### src/rtl/mtw_pkg.sv
package mtw_pkg;
  // Test register indices reached through the data port
  localparam int IDX_NONE = 0;
  localparam int IDX_PIX  = 1;
  localparam int IDX_VRAM = 2;
  localparam int IDX_FMT  = 3;
  localparam int IDX_CTRL = 4;

  // Bit positions inside the write-only control register
  localparam int CTRL_SRST_BIT = 0;
  localparam int CTRL_ODIS_BIT = 1;

  typedef struct packed {
    logic odis;
    logic srst;
  } ctrl_t;
endpackage

### src/rtl/mtw_capture.sv
module mtw_capture #(
  parameter int WIDTH = 8
) (
  input  logic             clk,
  input  logic             clr,
  input  logic             en,
  input  logic [WIDTH-1:0] din,
  output logic [WIDTH-1:0] q
);
  always_ff @(posedge clk) begin
    if (clr)      q <= '0;
    else if (en)  q <= din;
  end
endmodule

### src/rtl/mtw_regfile.sv
module mtw_regfile
  import mtw_pkg::*;
#(
  parameter int                ADDR_W     = 8,
  parameter int                DATA_W     = 8,
  parameter logic [ADDR_W-1:0] INDEX_ADDR = 'h19,
  parameter logic [ADDR_W-1:0] DATA_ADDR  = 'h18
) (
  input  logic              clk,
  input  logic              hw_rst,
  input  logic [ADDR_W-1:0] host_addr,
  input  logic [DATA_W-1:0] host_wdata,
  input  logic              host_wr,
  output logic [DATA_W-1:0] index_q,
  output logic              ctrl_wr_evt,
  output ctrl_t             ctrl_q
);
  logic index_wr_evt;

  function automatic logic addr_hit(input logic [ADDR_W-1:0] a,
                                    input logic [ADDR_W-1:0] target);
    return a == target;
  endfunction

  assign index_wr_evt = host_wr && addr_hit(host_addr, INDEX_ADDR);
  assign ctrl_wr_evt  = host_wr && addr_hit(host_addr, DATA_ADDR)
                        && (index_q == DATA_W'(IDX_CTRL));

  always_ff @(posedge clk) begin
    if (hw_rst)            index_q <= '0;
    else if (index_wr_evt) index_q <= host_wdata;
  end

  // Cleared only by the pin, so a software-held reset can be released
  always_ff @(posedge clk) begin
    if (hw_rst) begin
      ctrl_q <= '0;
    end else if (ctrl_wr_evt) begin
      ctrl_q.srst <= host_wdata[CTRL_SRST_BIT];
      ctrl_q.odis <= host_wdata[CTRL_ODIS_BIT];
    end
  end
endmodule

### src/rtl/mtw_readport.sv
module mtw_readport
  import mtw_pkg::*;
#(
  parameter int                ADDR_W     = 8,
  parameter int                DATA_W     = 8,
  parameter logic [ADDR_W-1:0] INDEX_ADDR = 'h19,
  parameter logic [ADDR_W-1:0] DATA_ADDR  = 'h18
) (
  input  logic              clk,
  input  logic              hw_rst,
  input  logic              host_rd,
  input  logic [ADDR_W-1:0] host_addr,
  input  logic [DATA_W-1:0] index_q,
  input  logic [DATA_W-1:0] pix_cap,
  input  logic [DATA_W-1:0] vram_cap,
  output logic [DATA_W-1:0] host_rdata
);
  logic [DATA_W-1:0] test_sel;
  logic [DATA_W-1:0] rd_sel;

  function automatic logic [DATA_W-1:0] pick_test(input logic [DATA_W-1:0] idx,
                                                  input logic [DATA_W-1:0] pix,
                                                  input logic [DATA_W-1:0] vram);
    if (idx == DATA_W'(IDX_PIX))  return pix;
    if (idx == DATA_W'(IDX_VRAM)) return vram;
    return '0;
  endfunction

  assign test_sel = pick_test(index_q, pix_cap, vram_cap);

  always_comb begin
    if (host_addr == INDEX_ADDR)     rd_sel = index_q;
    else if (host_addr == DATA_ADDR) rd_sel = test_sel;
    else                             rd_sel = '0;
  end

  always_ff @(posedge clk) begin
    if (hw_rst)       host_rdata <= '0;
    else if (host_rd) host_rdata <= rd_sel;
  end
endmodule

### src/rtl/mfg_test_window.sv
module mfg_test_window
  import mtw_pkg::*;
#(
  parameter int                ADDR_W     = 8,
  parameter int                DATA_W     = 8,
  parameter logic [ADDR_W-1:0] INDEX_ADDR = 'h19,
  parameter logic [ADDR_W-1:0] DATA_ADDR  = 'h18
) (
  input  logic              clk,
  input  logic              hw_rst,
  input  logic              pix_en,
  input  logic [DATA_W-1:0] dac_pix,
  input  logic [DATA_W-1:0] vram_data,
  input  logic [ADDR_W-1:0] host_addr,
  input  logic [DATA_W-1:0] host_wdata,
  input  logic              host_wr,
  input  logic              host_rd,
  output logic [DATA_W-1:0] host_rdata,
  output logic              int_rst,
  output logic              out_disable
);
  logic [DATA_W-1:0] index_q;
  logic              ctrl_wr_evt;
  ctrl_t             ctrl_q;
  logic [DATA_W-1:0] pix_cap;
  logic [DATA_W-1:0] vram_cap;

  mtw_regfile #(
    .ADDR_W(ADDR_W), .DATA_W(DATA_W),
    .INDEX_ADDR(INDEX_ADDR), .DATA_ADDR(DATA_ADDR)
  ) u_regs (
    .clk(clk), .hw_rst(hw_rst), .host_addr(host_addr),
    .host_wdata(host_wdata), .host_wr(host_wr),
    .index_q(index_q), .ctrl_wr_evt(ctrl_wr_evt), .ctrl_q(ctrl_q)
  );

  assign int_rst     = hw_rst | ctrl_q.srst;
  assign out_disable = ctrl_q.odis;

  mtw_capture #(.WIDTH(DATA_W)) u_pix_cap (
    .clk(clk), .clr(int_rst), .en(pix_en), .din(dac_pix), .q(pix_cap)
  );

  mtw_capture #(.WIDTH(DATA_W)) u_vram_cap (
    .clk(clk), .clr(int_rst), .en(pix_en), .din(vram_data), .q(vram_cap)
  );

  mtw_readport #(
    .ADDR_W(ADDR_W), .DATA_W(DATA_W),
    .INDEX_ADDR(INDEX_ADDR), .DATA_ADDR(DATA_ADDR)
  ) u_read (
    .clk(clk), .hw_rst(hw_rst), .host_rd(host_rd), .host_addr(host_addr),
    .index_q(index_q), .pix_cap(pix_cap), .vram_cap(vram_cap),
    .host_rdata(host_rdata)
  );
endmodule

### config.mk
export PLATFORM = sky130hd
export DESIGN_NAME = mfg_test_window
export DESIGN_NICKNAME = d
export VERILOG_FILES = /design/src/rtl/mtw_pkg.sv /design/src/rtl/mtw_capture.sv /design/src/rtl/mtw_regfile.sv /design/src/rtl/mtw_readport.sv /design/src/rtl/mfg_test_window.sv
export SDC_FILE = /design/constraint.sdc
export NUM_CORES = 1
export LEC_CHECK = 0
export ABC_AREA = 1
export BUFFER_PORTS_ARGS = -buffer_cell sky130_fd_sc_hd__buf_2
export CORE_MARGIN = 5
export CORE_UTILIZATION = 40
export CTS_CLUSTER_SIZE = 30
export DETAILED_ROUTE_END_ITERATION = 6
export GPL_TIMING_DRIVEN = 0
export MAX_ROUTING_LAYER = met4
export PLACE_DENSITY = 0.7
export SLEW_MARGIN = 20
export SYNTH_ARGS = -nofsm -noshare
export SYNTH_HDL_FRONTEND = slang
export SYNTH_SLANG_ARGS = --single-unit
### constraint.sdc
create_clock -name clk -period 1.3 [get_ports clk]
set_input_delay 0.26 -clock clk [delete_from_list [all_inputs] [get_ports clk]]
set_output_delay 0.26 -clock clk [all_outputs]
set_load 0.03 [all_outputs]
==> run metrics <==
Final Hold Violating Endpoints 0; met1 usage in global routing 20.08%; worst-path fanout max 10; CTS Buf Count 5; worst setup margin 87.96 ps; Worst path max stage delay 340 ps; total power 0.002248 W; clk_lat worst skew 280 ps; router iterations before antenna repair 4; flop and latch count out of synthesis 34; Seq/Total Area, Yosys 41.15%; Cell Chain, Critical Path nor2_2, nand2_2, inv_4, buf_6, nand3_1, nand2_1, nand2_1, a21oi_2; Vias per Instance 4.809; Layout Skew 6.514 ps; worst slew pin tran 443.1 ps; status finished, final reports clean; slowest library cell on the worst path dfxtp_1; pre-CTS setup slack -142.7 ps; grt peak-use layer met2; Final ANT Viol Nets 0; Worst Path Arrival 1420 ps; post-synth cell types 25; Max Transition Viols Final 0; most common cell in the netlist nand2_1; WP buf/inv 2; CTS root buf clkbuf_8; Critical Path RT 1510 ps; Total Wirelength 3.867 mm; Fill cells 403; residual DRC count 0; endpoints failing setup 0; RSZ-0062 raised after global routing false; CTS Buffer Depth 2; fin crit period 1212 ps; row count 23; CP Capture Type flop; Wirelength per Cell 11.37 um; P per Cell Area 1077 mW/mm^2; clock transition at the registers of the reported paths 70 ps; vias in the first global route 1,464; area share of the largest cell type after synthesis 41.15%; Hold Crit Class input port to flop; largest net degree at the start of global routing 17; Layout area overhead 26.17%; YS warnings 0; Worst path most repeated cell nand2_1; Tcrit/Tclk final 93.23%; gr usage total 15.24%; I/O Buffers 45; worst vdd ir 0.7355 mV; H-Tree Depth 2; grt met3 use 4.189%; # IOs 47; Post-synth EDFFs 0; most frequent cells after synthesis nand2_1, dfxtp_1, a21oi_1; met2 usage 22.93%; Slew headroom 70.46%; die footprint 0.005521 mm^2; via count 1,635; placed insts 330; core area 0.004000 mm^2; die extent in y 74.31 um; CTS sink cnt 34; CTS tree yes; top_reg_cell synth dfxtp_1; RD Place Congestion 0.7920; Synth async-reset ratio 0%; initial antenna violation count 0; largest area contributor in the netlist dfxtp_1; LEAKAGE 0.9763 nW; Achievable Freq 0.8251 GHz; fin nets 326; Non-Filler Instances 340; first-pass GRT wire length 6.403 mm; Syn Nets 272; Mapped Cells 235; Setup CP Type flop to flop; synthesized area per cell 7.039 um^2; # diodes 0; # hold bufs at CTS 0; ranking of synthesized cells by area dfxtp_1, nand2_1, a21oi_1, nand3_1, inv_1; FF-to-FF setup slack 90 ps; Initial Util 41.35%; initial DRC count 110; Remaining Overflow, GRT 0; maximum capacitance violations 0; Cell Area, Synth 0.001654 mm^2; Detail Placement HPWL 3.001 mm; share of layout cells above drive strength 1 29.66%; Startpoint Class flop; die extent in x 74.31 um; crit-path leading delay family simple AND/OR/NAND/NOR gates
## worst paths after layout
check,end,cells after the start,startpoint
setup / recovery,u_read.host_rdata[7],8,u_regs.index_q[5]
setup reg to reg,u_read.host_rdata[7],8,u_regs.index_q[5]
hold reg to reg,u_vram_cap.q[4],2,u_vram_cap.q[4]
hold / removal,u_vram_cap.q[1],3,vram_data[1]
## stage by stage
step / utilization (%) / TNS, ps / area [um^2] / hold slack, ps
global placement: 48.55 / -175.1 / 1942 / 449.2
global route: 52.17 / 0 / 2087 / 211.1
finish: 52.17 / 0 / 2087 / 227.1
CTS: 51.42 / 0 / 2057 / 215.9
floorplan: - / 0 / 1654 / 400.5
detailed placement: 48.55 / -166.8 / 1942 / 455.9
## flip-flops by register name, indices dropped and copies added, names as in the netlist
signal,count
u_vram_cap.q,8
u_read.host_rdata,8
u_regs.index_q,8
u_regs.ctrl_q,2
u_pix_cap.q,8
## cells in the final DEF (no fill, tap or decap)
cell	count
a21oi_1	29
a21oi_2	3
buf_2	46
buf_4	4
buf_6	2
clkbuf_1	3
clkbuf_8	8
clkinv_2	1
dfxtp_1	34
inv_1	19
inv_2	6
inv_4	1
nand2_1	64
nand2_2	4
nand3_1	27
nand3_4	1
nand3b_1	1
nand4_1	2
nor2_1	10
nor2_2	3
nor2_4	3
nor2_8	2
nor3b_1	1
o21ai_0	8
o21ai_1	6
o21ai_2	2
## logic make-up (layout without fill, tap and decap cells)
family | count (synthesis) | after routing | share of synthesized area, %
DFF | 34 | 34 | 41.15
AOI/OAI and AO/OA | 48 | 48 | 15.43
buffers and inverters | 35 | 90 | 9.076
and+or+nand+nor | 118 | 118 | 34.34
## what timing repair did
action	4_1_cts	5_1_grt
buffers inserted	1	2
resized for setup	1	7
endpoints found under the hold margin	0	0
pin swaps	0	1
endpoints found under the setup margin	1	8
## worst min-delay path, delay by kind of cell
kind                   cells  cell delay, ps
and+or+nand+nor            1              40
buffers and inverters      1              90
AOI/OAI and AO/OA          1              50
## cell type report
type                    count  area, um^2  area share (%)
multi-input cells         166       834.6           39.99
clock buffers               8       110.1           5.276
repair buffers             48       250.2           11.99
flip-flops and latches     34       680.7           32.61
plain buffers               7       43.79           2.098
inverters                  27       105.1           5.036
well taps                  50       62.56           2.998
## where the power goes
part	switching [W]	leakage, nW	internal (W)	total (W)
logic	0.000152	0.640	0.0000989	0.000251
registers	0.0000216	0.278	0.00108	0.00110
clock network	0.000360	0.0575	0.000535	0.000894
## metal layers
metal / share of wire, % / vias up
met3: 4.9 / 2
met1: 47 / 744
met4: 0.59 / 0
met5: 0 / -
li1: - / 865
met2: 47 / 24
Note: power is estimated with default switching activity, not from simulation.
